===== config.mk =====
export PLATFORM = sky130hd
export DESIGN_NAME = rar_interlock
export DESIGN_NICKNAME = d
export VERILOG_FILES = /design/src/rtl/rar_pkg.sv /design/src/rtl/rar_age.sv /design/src/rtl/rar_gap_check.sv /design/src/rtl/rar_interlock.sv
export SDC_FILE = /design/constraint.sdc
export NUM_CORES = 1
export LEC_CHECK = 0
export BUFFER_PORTS_ARGS = -buffer_cell sky130_fd_sc_hd__buf_2
export CAP_MARGIN = 25
export CORE_ASPECT_RATIO = 1.4
export CORE_MARGIN = 2
export CORE_UTILIZATION = 49
export CTS_BUF_LIST = sky130_fd_sc_hd__clkbuf_8
export DETAILED_ROUTE_END_ITERATION = 10
export PLACE_DENSITY = 0.82
export SETUP_SLACK_MARGIN = 0.05
export SLEW_MARGIN = 10
export SYNTH_ARGS = -nofsm -noshare
export SYNTH_HDL_FRONTEND = slang
export SYNTH_HIERARCHICAL = 1
export SYNTH_SLANG_ARGS = --single-unit

===== constraint.sdc =====
create_clock -name clk -period 3.57 [get_ports clk]
set_input_delay 0.1785 -clock clk [delete_from_list [all_inputs] [get_ports clk]]
set_output_delay 0.1785 -clock clk [all_outputs]
set_load 0.05 [all_outputs]

===== src/rtl/rar_pkg.sv =====
`timescale 1ns/1ps
package rar_pkg;
  localparam int NSRC = 6;

  // register word addresses
  localparam int A_RXDATA  = 'h00;
  localparam int A_RXSTAT  = 'h10;
  localparam int A_TXSTAT  = 'h11;
  localparam int A_PROBE   = 'h19;
  localparam int A_RXINFO  = 'h1E;
  localparam int A_TXINFO  = 'h1F;
  localparam int A_DROP    = 'h28;
  localparam int A_CSRCMD  = 'h2A;
  localparam int A_CSRDATA = 'h2B;
  localparam int A_ANEXP   = 'h31;

  localparam int MAX_GAP_NS = 180;

  // address of the side-effect register tracked by slot s
  function automatic int src_addr(int s);
    case (s)
      0:       return A_RXDATA;
      1:       return A_RXSTAT;
      2:       return A_TXSTAT;
      3:       return A_DROP;
      4:       return A_CSRDATA;
      default: return A_ANEXP;
    endcase
  endfunction

  // settling time in ns for (slot s read earlier, tgt read later)
  function automatic int gap_ns(int s, int tgt, logic step);
    int g;
    g = 0;
    case (s)
      0, 1:    if (tgt == A_RXINFO) g = 135;
      2:       if (tgt == A_TXINFO) g = 135;
      3:       if (tgt == A_DROP) g = 180;
      4:       if (tgt == A_CSRCMD && step) g = 45;
      default: if (tgt == A_ANEXP) g = 45;
    endcase
    return g;
  endfunction

  function automatic int ns_to_cyc(int ns, int per);
    return (ns + per - 1) / per;
  endfunction
endpackage


===== src/rtl/rar_age.sv =====
`timescale 1ns/1ps
module rar_age #(
  parameter int AGE_W = 3,
  parameter int MAXV  = 4
) (
  input  logic             clk,
  input  logic             rst,
  input  logic             hit,
  output logic [AGE_W-1:0] elapsed
);
  logic [AGE_W-1:0] age_q;

  // saturating count of cycles since the last bus read of this slot
  always_ff @(posedge clk) begin
    if (rst)                         age_q <= AGE_W'(MAXV);
    else if (hit)                    age_q <= AGE_W'(1);
    else if (age_q != AGE_W'(MAXV))  age_q <= age_q + 1'b1;
  end

  // a read on the bus right now counts as zero elapsed cycles
  assign elapsed = hit ? '0 : age_q;

  assert_age_range_R9: assert property (@(posedge clk) disable iff (rst)
    (age_q != '0) && (age_q <= AGE_W'(MAXV)));
  assert_age_restart_R9: assert property (@(posedge clk) disable iff (rst)
    hit |=> (age_q == AGE_W'(1)));
endmodule


===== src/rtl/rar_gap_check.sv =====
`timescale 1ns/1ps
module rar_gap_check
  import rar_pkg::*;
#(
  parameter int ADDR_W   = 8,
  parameter int AGE_W    = 3,
  parameter int CYCLE_NS = 45
) (
  input  logic [ADDR_W-1:0]           addr,
  input  logic                        step,
  input  logic [NSRC-1:0][AGE_W-1:0]  elapsed,
  output logic                        blocked
);
  logic [NSRC-1:0]             blk;
  logic [NSRC-1:0][AGE_W-1:0]  need;

  for (genvar s = 0; s < NSRC; s++) begin : g_slot
    assign need[s] = AGE_W'(ns_to_cyc(gap_ns(s, int'(addr), step), CYCLE_NS));
    assign blk[s]  = elapsed[s] < need[s];
  end

  assign blocked = |blk;
endmodule


===== src/rtl/rar_interlock.sv =====
`timescale 1ns/1ps
module rar_interlock
  import rar_pkg::*;
#(
  parameter int ADDR_W   = 8,
  parameter int DATA_W   = 32,
  parameter int CYCLE_NS = 45
) (
  input  logic              clk,
  input  logic              rst,
  input  logic              cfg_fill_probe,
  input  logic              req_valid,
  output logic              req_ready,
  input  logic              req_write,
  input  logic [ADDR_W-1:0] req_addr,
  input  logic [DATA_W-1:0] req_wdata,
  input  logic              req_csr_step,
  output logic              rsp_valid,
  output logic [DATA_W-1:0] rsp_data,
  output logic              bus_rd,
  output logic              bus_wr,
  output logic [ADDR_W-1:0] bus_addr,
  output logic [DATA_W-1:0] bus_wdata,
  input  logic [DATA_W-1:0] bus_rdata
);
  localparam int MAXC  = ns_to_cyc(MAX_GAP_NS, CYCLE_NS);
  localparam int AGE_W = (MAXC < 1) ? 1 : $clog2(MAXC + 1);

  logic [NSRC-1:0][AGE_W-1:0] elapsed;
  logic [NSRC-1:0]            hit;
  logic blocked, accept, hold_rd;
  logic host_q, host_q2;

  for (genvar s = 0; s < NSRC; s++) begin : g_age
    assign hit[s] = bus_rd && (bus_addr == ADDR_W'(src_addr(s)));
    rar_age #(.AGE_W(AGE_W), .MAXV(MAXC)) u_age (
      .clk(clk), .rst(rst), .hit(hit[s]), .elapsed(elapsed[s]));
  end

  rar_gap_check #(.ADDR_W(ADDR_W), .AGE_W(AGE_W), .CYCLE_NS(CYCLE_NS)) u_gap (
    .addr(req_addr), .step(req_csr_step), .elapsed(elapsed), .blocked(blocked));

  assign req_ready = req_write || !blocked;
  assign accept    = req_valid && req_ready;
  assign hold_rd   = req_valid && !req_write && blocked;

  always_ff @(posedge clk) begin
    if (rst) begin
      bus_rd    <= 1'b0;
      bus_wr    <= 1'b0;
      bus_addr  <= '0;
      bus_wdata <= '0;
      host_q    <= 1'b0;
      host_q2   <= 1'b0;
      rsp_valid <= 1'b0;
      rsp_data  <= '0;
    end else begin
      bus_rd    <= (accept && !req_write) || (hold_rd && cfg_fill_probe);
      bus_wr    <= accept && req_write;
      bus_addr  <= accept ? req_addr : ADDR_W'(A_PROBE);
      bus_wdata <= req_wdata;
      host_q    <= accept && !req_write;
      host_q2   <= bus_rd && host_q;
      rsp_valid <= host_q2;
      rsp_data  <= bus_rdata;
    end
  end

  assert_rxinfo_gap_R2: assert property (@(posedge clk) disable iff (rst)
    (bus_rd && (bus_addr == ADDR_W'(A_RXDATA) || bus_addr == ADDR_W'(A_RXSTAT)))
      |=> !(bus_rd && bus_addr == ADDR_W'(A_RXINFO)));
  assert_txinfo_gap_R2: assert property (@(posedge clk) disable iff (rst)
    (bus_rd && bus_addr == ADDR_W'(A_TXSTAT)) |=> !(bus_rd && bus_addr == ADDR_W'(A_TXINFO)));
  assert_drop_gap_R3: assert property (@(posedge clk) disable iff (rst)
    (bus_rd && bus_addr == ADDR_W'(A_DROP)) |=> !(bus_rd && bus_addr == ADDR_W'(A_DROP)));
  assert_csr_gap_R4: assert property (@(posedge clk) disable iff (rst)
    (bus_rd && bus_addr == ADDR_W'(A_CSRDATA) && req_csr_step)
      |=> !(bus_rd && bus_addr == ADDR_W'(A_CSRCMD)));
  assert_anexp_gap_R5: assert property (@(posedge clk) disable iff (rst)
    (bus_rd && bus_addr == ADDR_W'(A_ANEXP)) |=> !(bus_rd && bus_addr == ADDR_W'(A_ANEXP)));
  assert_probe_mode_R7: assert property (@(posedge clk) disable iff (rst)
    (bus_rd && !host_q) |-> $past(cfg_fill_probe));
  assert_rsp_timing_R8: assert property (@(posedge clk) disable iff (rst)
    $rose(rsp_valid) |-> $past(bus_rd && host_q, 2));
  assert_one_op_R10: assert property (@(posedge clk) disable iff (rst)
    !(bus_rd && bus_wr));
  assert_issue_R11: assert property (@(posedge clk) disable iff (rst)
    accept |=> ((bus_rd || bus_wr) && bus_addr == $past(req_addr)));
endmodule


==> results.sh, run 1 <==
export IMPL_clock_sinks=95
export IMPL_met3_wirelength_microns=458
export IMPL_grtUsageTotal_pct=21.4
export IMPL_end_kind="primary output"
export IMPL_placedCellCount=577
export IMPL_insertion_delay_ns=0.37
export IMPL_cpMaxStageDelayCell="or4b_4"
export IMPL_cp_slowest_stage_delay_ns=0.59
export IMPL_p_leak_nw=2.37
export IMPL_grt_ovfl_total=0
export IMPL_vias=2911
export IMPL_cts_buffers=9
export IMPL_n_antenna_cell=0
export IMPL_cp_start_kind="flop"
export IMPL_die_width_microns=76.0
export IMPL_viasPerCell=4.79
export IMPL_grt_pass1_vias=2861
export IMPL_cp_max_fo=6
export IMPL_path_delay_family="simple AND/OR/NAND/NOR gates"
export IMPL_worst_hold_path_type="primary input to flop"
export IMPL_clk_pin_slew_ns=0.10
export IMPL_cp_required_ns=3.39
export IMPL_layout_commonest_cell="buf_2"
export IMPL_first_pass_iters=4
export IMPL_grt_max_degree=49
export IMPL_fin_crit_ns=3.44
export IMPL_critPathKind="flop to primary output"
export IMPL_worst_path_buf_inv=2
export IMPL_ant_nets=0
export IMPL_finalSetupViolCount=0
export IMPL_final_nets=602
export IMPL_initial_utilization_pct=50.9
export IMPL_status="finished clean"
export IMPL_final_area_sq_um=4860
export IMPL_period_share_pct=96.2
export IMPL_ir_drop_mv=0.278
export IMPL_layoutNonFillerInstCount=608
export IMPL_critPathArrivalTime_ns=3.26
export IMPL_die_area_sq_um=7960
export IMPL_syn_area_sq_um=3550
export IMPL_die_y_microns=105
export IMPL_core_sq_um=6980
export IMPL_drv_slew=0
export IMPL_grt_pass1_wl_microns=13400
export IMPL_htree_num_levels=3
export IMPL_hpwl_microns=6110
export IMPL_post_route_drc_count=0
export IMPL_rsz0062_at_grt="false"
export IMPL_layout_drive_gt1_share_pct=39.4
export IMPL_layout_common_cells="152 x buf_2, 94 x dfxtp_1, 53 x nor2b_1"
export IMPL_fmax_ghz=0.291
export IMPL_postCtsSetupRepairBufs=0
export IMPL_clock_skew_ns=0.0135
export IMPL_finalHoldViolCount=0
export IMPL_relSlewSlack_pct=47.3
export IMPL_root_buffer="clkbuf_8"
export IMPL_drtIter0Drc=109
export IMPL_crit_chain="or4b_4 -> nor3_4 -> and2b_2 -> ha_1 -> nor2_1 -> a41oi_1 -> o21ai_1 -> or4_1 -> nor2b_4 -> inv_2 -> buf_6"
export IMPL_portBuffers=153
export IMPL_tns_ns=0
export IMPL_dr_max_layer_used="met4"
export IMPL_drt_wl_total_microns=8540
export IMPL_grt_antenna_before_repair=0
export IMPL_cellPowerDensity_nw_per_um2=514
export IMPL_tightest_slew_ns=0.791
export IMPL_synthesis_nets=425
export IMPL_syn_avg_cell_area_sq_um=10.7
export IMPL_placed_area_sq_um=4470
export IMPL_clockBufferDepth=2
export IMPL_yosysWarnings=6
export IMPL_max_cap_violations=0
export IMPL_synthToLayoutAreaGrowth_pct=36.9
export IMPL_wl_met2_microns=4520
export IMPL_syn_inst=331
export IMPL_cts_tree="yes"
export IMPL_io_pins=154
export IMPL_wl_met1_microns=3310
export IMPL_rows=36
export IMPL_globalplace_congestion=0.868
export IMPL_fill_cells=515
export IMPL_wl_per_cell_microns=14.0
through the flow:
stage               power, mW  worst slack [ns]  hold slack, ns  util [%]
floorplan                1.68            0.0859           0.243         -
global placement         1.81             0.373           0.384      64.0
detailed placement       1.84             0.294           0.387      64.0
CTS                      2.52            0.0645        0.000431      69.0
global route             2.64            0.0235         0.00235      69.7
finish                   2.50             0.135          0.0156      69.7
power breakdown:
group,switching [mW],internal [mW]
sequential,0.0516,1.15
combinational,0.373,0.262
clock,0.401,0.269
total,0.826,1.68
flip-flops by register name, indices dropped and copies added, names as in the netlist:
| name | cells |
|---|---|
| bus_addr | 8 |
| bus_wr | 1 |
| g_age.u_age/age_q | 18 |
| rsp_data | 32 |
| host_q2 | 1 |
| host_q | 1 |
| bus_rd | 1 |
| rsp_valid | 1 |
| bus_wdata | 32 |
timing repair:
action,4_1_cts,5_1_grt
hold buffers,14,1
hold endpoints to repair,14,1
pin swaps,0,1
resized for setup,5,7
endpoints found under the setup margin,1,1
path summary, 6_finish.rpt:
check	cells past startpoint	slack, ns	endpoint	startpoint
worst min register to register	1	0.43	rsp_valid	host_q2
worst max register to register	10	0.52	bus_addr[6]	bus_addr[2]
worst min-delay path	2	0.02	bus_wdata[5]	req_wdata[5]
worst max-delay path	11	0.13	req_ready	bus_addr[2]
final cells by class:
| class | instances | area, sq um | area share (%) |
|---|---|---|---|
| sequential | 95 | 1900 | 39.1 |
| multi-input combinational | 204 | 1580 | 32.5 |
| timing repair buffer | 174 | 980 | 20.1 |
| clock buffer | 9 | 124 | 2.55 |
| tap | 95 | 119 | 2.44 |
| inverter | 24 | 90.1 | 1.85 |
| clock inverter | 7 | 66.3 | 1.36 |
worst reg2reg max path, delay by kind of cell, from the launching register on:
family	cells	cell delay, ns
flops	1	0.34
simple gates	7	2.09
fa+ha+maj	1	0.27
compound gates	2	0.25
routing by layer:
metal / track usage [%] / up-vias
met5: 0 / -
met4: 9.35 / 0
li1: - / 1462
met1: 22.2 / 1329
met3: 5.79 / 21
met2: 40.2 / 99
Power figures use the tool's default switching activity.
==> run 2: changes to the inputs <==
Settings changed: RECOVER_POWER from default to 50.
==> run 2 against run 1 <==
  * The run now ends with capacitance limit, slew limit left
  * Clock skew about the same
  * Wire length up 0.23%
  * Via count unchanged
  * Critical path depth unchanged
  * Sequential power about the same
  * First-iteration DRC count up 2.8%
  * Final area down 0.82%
  * Register-to-register slack about the same
  * Clock power about the same
  * Highest routed layer unchanged
==> results.sh, run 2 (synthesis results as in run 1) <==
export IMPL_status="finished with violations"
export IMPL_violations="capacitance limit, slew limit"
export IMPL_globalplace_congestion=0.868
export IMPL_core_sq_um=6980
export IMPL_layout_drive_gt1_share_pct=35.5
export IMPL_vias=2911
export IMPL_final_seq_area_sq_um=1900
export IMPL_grt_antenna_before_repair=0
export IMPL_drv_slew=91
export IMPL_end_kind="primary output"
export IMPL_path_delay_family="simple AND/OR/NAND/NOR gates"
export IMPL_ff2ff_setup_slack_ns=0.52
export IMPL_grtUsageTotal_pct=21.4
export IMPL_root_buffer="clkbuf_8"
export IMPL_max_cap_violations=2
export IMPL_cts_tree="yes"
export IMPL_layout_commonest_cell="buf_2"
export IMPL_synthToLayoutAreaGrowth_pct=35.7
export IMPL_r2r_end="bus_addr[6]"
export IMPL_final_area_sq_um=4820
export IMPL_fin_util_pct=69.1
export IMPL_htree_num_levels=3
export IMPL_reg_top3="bus_wdata: 32 flops, rsp_data: 32 flops, g_age.u_age/age_q: 18 flops"
export IMPL_crit_chain="or4b_4 -> nor3_4 -> and2b_2 -> ha_1 -> nor2_1 -> a41oi_1 -> o21ai_1 -> or4_1 -> nor2b_4 -> inv_2 -> buf_6"
export IMPL_period_share_pct=96.3
export IMPL_post_route_drc_count=0
export IMPL_p_leak_nw=2.30
export IMPL_viasPerCell=4.79
export IMPL_hpwl_microns=6110
export IMPL_fill_cells=534
export IMPL_placedCellCount=577
export IMPL_worst_hold_path_type="primary input to flop"
export IMPL_die_y_microns=105
export IMPL_first_pass_iters=4
export IMPL_power_mw=2.50
export IMPL_die_width_microns=76.0
export IMPL_worst_path_buf_inv=2
export IMPL_clockBufferDepth=2
export IMPL_hold_start="req_wdata[5]"
export IMPL_grt_pass1_wl_microns=13400
export IMPL_insertion_delay_ns=0.37
export IMPL_tightest_slew_ns=1.87
export IMPL_grt_pass1_vias=2861
export IMPL_ir_drop_mv=0.279
export IMPL_cp_start_kind="flop"
export IMPL_layout_common_cells="133 x buf_2, 94 x dfxtp_1, 53 x nor2b_1"
export IMPL_drt_wl_total_microns=8560
export IMPL_clock_sinks=95
export IMPL_hold_slack_ns=0.0155
export IMPL_cts_buffers=9
export IMPL_cp_max_fo=6
export IMPL_portBuffers=153
export IMPL_critPathKind="flop to primary output"
export IMPL_drtIter0Drc=112
export IMPL_placed_area_sq_um=4470
export IMPL_critPathArrivalTime_ns=3.26
export IMPL_fin_ws_ns=0.131
export IMPL_ant_nets=0
export IMPL_r2r_cells=10
export IMPL_relSlewSlack_pct=-24.9
export IMPL_multi_input_area_sq_um=1580
export IMPL_die_area_sq_um=7960
export IMPL_grt_ovfl_total=0
export IMPL_cp_num_cells=11
export IMPL_layoutNonFillerInstCount=608
export IMPL_clock_skew_ns=0.0138
export IMPL_finalHoldViolCount=0
export IMPL_rows=36
export IMPL_initial_utilization_pct=50.9
export IMPL_fin_crit_ns=3.44
export IMPL_postCtsSetupRepairBufs=0
export IMPL_cp_required_ns=3.39
export IMPL_rsz0062_at_grt="false"
export IMPL_cp_slowest_stage_delay_ns=0.59
export IMPL_cellPowerDensity_nw_per_um2=518
export IMPL_io_pins=154
export IMPL_crit_path_end="req_ready"
export IMPL_place_ws_ns=0.294
export IMPL_grt_max_degree=49
export IMPL_fmax_ghz=0.291
export IMPL_timing_rr_start="bus_addr[2]"
export IMPL_crit_start="bus_addr[2]"
export IMPL_tns_ns=0
export IMPL_finalSetupViolCount=0
export IMPL_clk_pin_slew_ns=0.10
export IMPL_wl_per_cell_microns=14.1
export IMPL_cpMaxStageDelayCell="or4b_4"
export IMPL_n_antenna_cell=0
export IMPL_final_nets=602
-- run 2: cell count changes in the layout (fill, tap and decap cells not counted) --
cell      before  now
clkbuf_1       0   20
buf_2        152  133
buf_12         1    0
-- run 2: worst min-delay path by stage --
stage	slack, ns	to	depth (start not counted)
3_3_place_gp	0.38	rsp_data[7]	2
4_1_cts	0.0004	bus_wdata[5]	2
2_1_floorplan	0.24	g_age[0].u_age/age_q[0]	1
3_5_place_dp	0.39	rsp_data[9]	2
5_1_grt	0.002	bus_wdata[13]	2
6_report	0.02	bus_wdata[5]	2
-- run 2: power by group --
group	internal, mW	leakage, nW	switching [mW]
sequential	1.15	0.787	0.0520
clock	0.269	0.0949	0.401
combinational	0.259	1.41	0.372
-- run 2: what timing repair did --
action | in CTS | in global routing
gates cloned | 0 | 0
hold buffers | 14 | 1
endpoints found under the hold margin | 14 | 1
pin swaps | 0 | 1
setup endpoints to repair | 1 | 1
gates resized for setup | 5 | 7
-- run 2: per-layer routing --
metal	vias up	share of wire, %	GRT usage [%]
met1	1331	39	22.2
met4	0	2.9	9.35
li1	1462	-	-
met5	-	0	0
met3	21	5.5	5.79
met2	97	53	40.2
-- run 2: worst reg2reg max path, delay by kind of cell (launching register included) --
kind	cells	cell delay (ns)
fa+ha+maj	1	0.27
compound gates	2	0.25
simple gates	7	2.09
flops	1	0.34
-- run 2: layout make-up --
cell class | instances | share of cell area [%]
inverters | 24 | 1.87
well taps | 95 | 2.46
clock buffers | 9 | 2.57
clock inverters | 7 | 1.37
flip-flops and latches | 95 | 39.5
repair buffers | 174 | 19.5
multi-input cells | 204 | 32.8
==> run 3: changes to the inputs <==
Settings changed: CORE_UTILIZATION 49 to 40, PLACE_DENSITY 0.82 to 0.69.
==> run 3 against run 2 <==
  * The run still ends with capacitance limit, slew limit left
  * Sequential share of layout area up 1.0 points
  * Clock skew is 0.0074 ns lower
  * Core utilization decreased by 14 points
  * Hold slack gained 0.0094 ns
  * Non-clock buffer count decreased by 4
  * Worst setup slack improved by 0.076 ns
  * Final area shrank 2.5%
  * Critical endpoint unchanged
  * Largest cell class unchanged
==> results.sh, run 3 (synthesis results as in run 1) <==
export IMPL_die_width_microns=83.7
export IMPL_grt_pass1_vias=2722
export IMPL_tns_ns=0
export IMPL_min_to="host_q"
export IMPL_relSlewSlack_pct=-40.1
export IMPL_wl_per_cell_microns=12.6
export IMPL_grtUsageTotal_pct=15.6
export IMPL_fmax_ghz=0.297
export IMPL_io_pins=154
export IMPL_violations="capacitance limit, slew limit"
export IMPL_power_frac_seq_pct=49.0
export IMPL_drtIter0Drc=78
export IMPL_finalHoldViolCount=0
export IMPL_cp_start_kind="flop"
export IMPL_grt_max_degree=50
export IMPL_die_y_microns=116
export IMPL_end_kind="primary output"
export IMPL_n_antenna_cell=0
export IMPL_worstHoldPathCells=2
export IMPL_placed_area_sq_um=4490
export IMPL_die_area_sq_um=9660
export IMPL_drt_wl_total_microns=7720
export IMPL_worst_hold_path_type="primary input to flop"
export IMPL_p_leak_nw=2.17
export IMPL_core_sq_um=8610
export IMPL_cp_max_fo=4
export IMPL_reg_top3="bus_wdata: 32 flops, rsp_data: 32 flops, g_age.u_age/age_q: 18 flops"
export IMPL_fin_ws_ns=0.207
export IMPL_cellPowerDensity_nw_per_um2=519
export IMPL_clk_pin_slew_ns=0.09
export IMPL_rows=40
export IMPL_clock_sinks=95
export IMPL_grt_pass1_wl_microns=12100
export IMPL_fin_util_pct=54.6
export IMPL_grt_ovfl_total=0
export IMPL_globalplace_congestion=0.877
export IMPL_portBuffers=153
export IMPL_first_pass_iters=4
export IMPL_cp_required_ns=3.39
export IMPL_layout_drive_gt1_share_pct=29.5
export IMPL_ant_nets=0
export IMPL_crit_chain="or4b_4 -> nor3_2 -> and2b_2 -> ha_1 -> nor2_1 -> a41oi_1 -> o21ai_1 -> or4_4 -> nor2b_1 -> inv_2 -> buf_6"
export IMPL_hold_slack_ns=0.0250
export IMPL_critPathArrivalTime_ns=3.18
export IMPL_r2r_end="bus_addr[5]"
export IMPL_critPathKind="flop to primary output"
export IMPL_tightest_slew_ns=2.10
export IMPL_vias=2872
export IMPL_cpMaxStageDelayCell="or4b_4"
export IMPL_ff2ff_setup_slack_ns=0.55
export IMPL_postCtsSetupRepairBufs=0
export IMPL_synthToLayoutAreaGrowth_pct=32.3
export IMPL_final_area_sq_um=4700
export IMPL_initial_utilization_pct=41.3
export IMPL_cts_tree="yes"
export IMPL_rsz0062_at_grt="false"
export IMPL_clockPowerShare_pct=25.9
export IMPL_p_comb_share_pct=25.1
export IMPL_cts_buffers=9
export IMPL_timing_rr_start="bus_addr[1]"
export IMPL_ir_drop_mv=0.283
export IMPL_drv_slew=50
export IMPL_max_cap_violations=1
export IMPL_final_nets=598
export IMPL_htree_num_levels=3
export IMPL_period_share_pct=94.2
export IMPL_layout_commonest_cell="buf_2"
export IMPL_power_internal_mw=1.66
export IMPL_viasPerCell=4.68
export IMPL_post_route_drc_count=0
export IMPL_insertion_delay_ns=0.35
export IMPL_cp_slowest_stage_delay_ns=0.56
export IMPL_fin_crit_ns=3.36
export IMPL_hpwl_microns=5730
export IMPL_status="finished with violations"
export IMPL_hold_start="req_write"
export IMPL_r2r_cells=11
export IMPL_grt_antenna_before_repair=0
export IMPL_layout_common_cells="103 x buf_2, 94 x dfxtp_1, 54 x nor2b_1"
export IMPL_clockBufferDepth=2
export IMPL_switchingPower_mw=0.777
export IMPL_place_ws_ns=0.374
export IMPL_clock_skew_ns=0.00638
export IMPL_finalSetupViolCount=0
export IMPL_sw_frac_of_total_pct=31.8
export IMPL_root_buffer="clkbuf_8"
-- run 3: cell types whose count changed in the layout (fill, tap and decap cells not counted), sizes merged --
cell | before | now
clkinv | 3 | 2
buf | 139 | 112
clkbuf | 29 | 60
dlygate4sd3 | 15 | 8
-- run 3: routing by layer --
layer / GRT usage, % / part of all wire, % / up-vias
met3: 4.91 / 6.9 / 4
met2: 29.3 / 52 / 89
met4: 6.13 / 0.73 / 0
met1: 16.3 / 40 / 1323
li1: - / - / 1456
met5: 0 / 0 / -
-- run 3: worst max path at each step --
stage                 from  slack, ns          end
6_report       bus_addr[1]       0.21    req_ready
5_1_grt        bus_addr[1]       0.05    req_ready
4_1_cts        bus_addr[1]       0.08    req_ready
3_5_place_dp   req_addr[7]       0.37    req_ready
3_3_place_gp   req_addr[7]       0.41    req_ready
2_1_floorplan  bus_addr[1]       0.09  bus_addr[0]
-- run 3: stage by stage --
stage | total power [mW] | instances
after floorplan | 1.68 | 331
after global routing | 2.58 | 614
after detailed placement | 1.84 | 590
after global placement | 1.82 | 590
final | 2.44 | 614
after CTS | 2.49 | 613
-- run 3: power by group through the flow --
stage / sequential, mW / clock (mW) / combinational, mW
floorplan: 1.37 / 0 / 0.316
global placement: 1.22 / 0 / 0.599
detailed placement: 1.22 / 0 / 0.617
CTS: 1.20 / 0.663 / 0.627
global route: 1.21 / 0.696 / 0.679
finish: 1.20 / 0.632 / 0.613
-- run 3: worst max-delay path: cells and delay by family (launching register included) --
family	cells	cell delay (ns)
simple gates	6	1.74
buf+inv	2	0.24
flops	1	0.34
compound gates	2	0.25
fa+ha+maj	1	0.27
-- run 3: area by class of cell --
class | count | area [sq um]
clock buffers | 10 | 138
clock inverters | 6 | 37.5
fillers | 830 | 3910
inverters | 24 | 90.1
multi-input cells | 204 | 1550
flip-flops and latches | 95 | 1900
well taps | 105 | 131
repair buffers | 170 | 855
-- run 3: repair_timing --
action	4_1_cts	5_1_grt
cloned	0	0
setup endpoints to repair	1	1
gates resized for setup	2	4
endpoints found under the hold margin	7	1
hold buffers	7	1
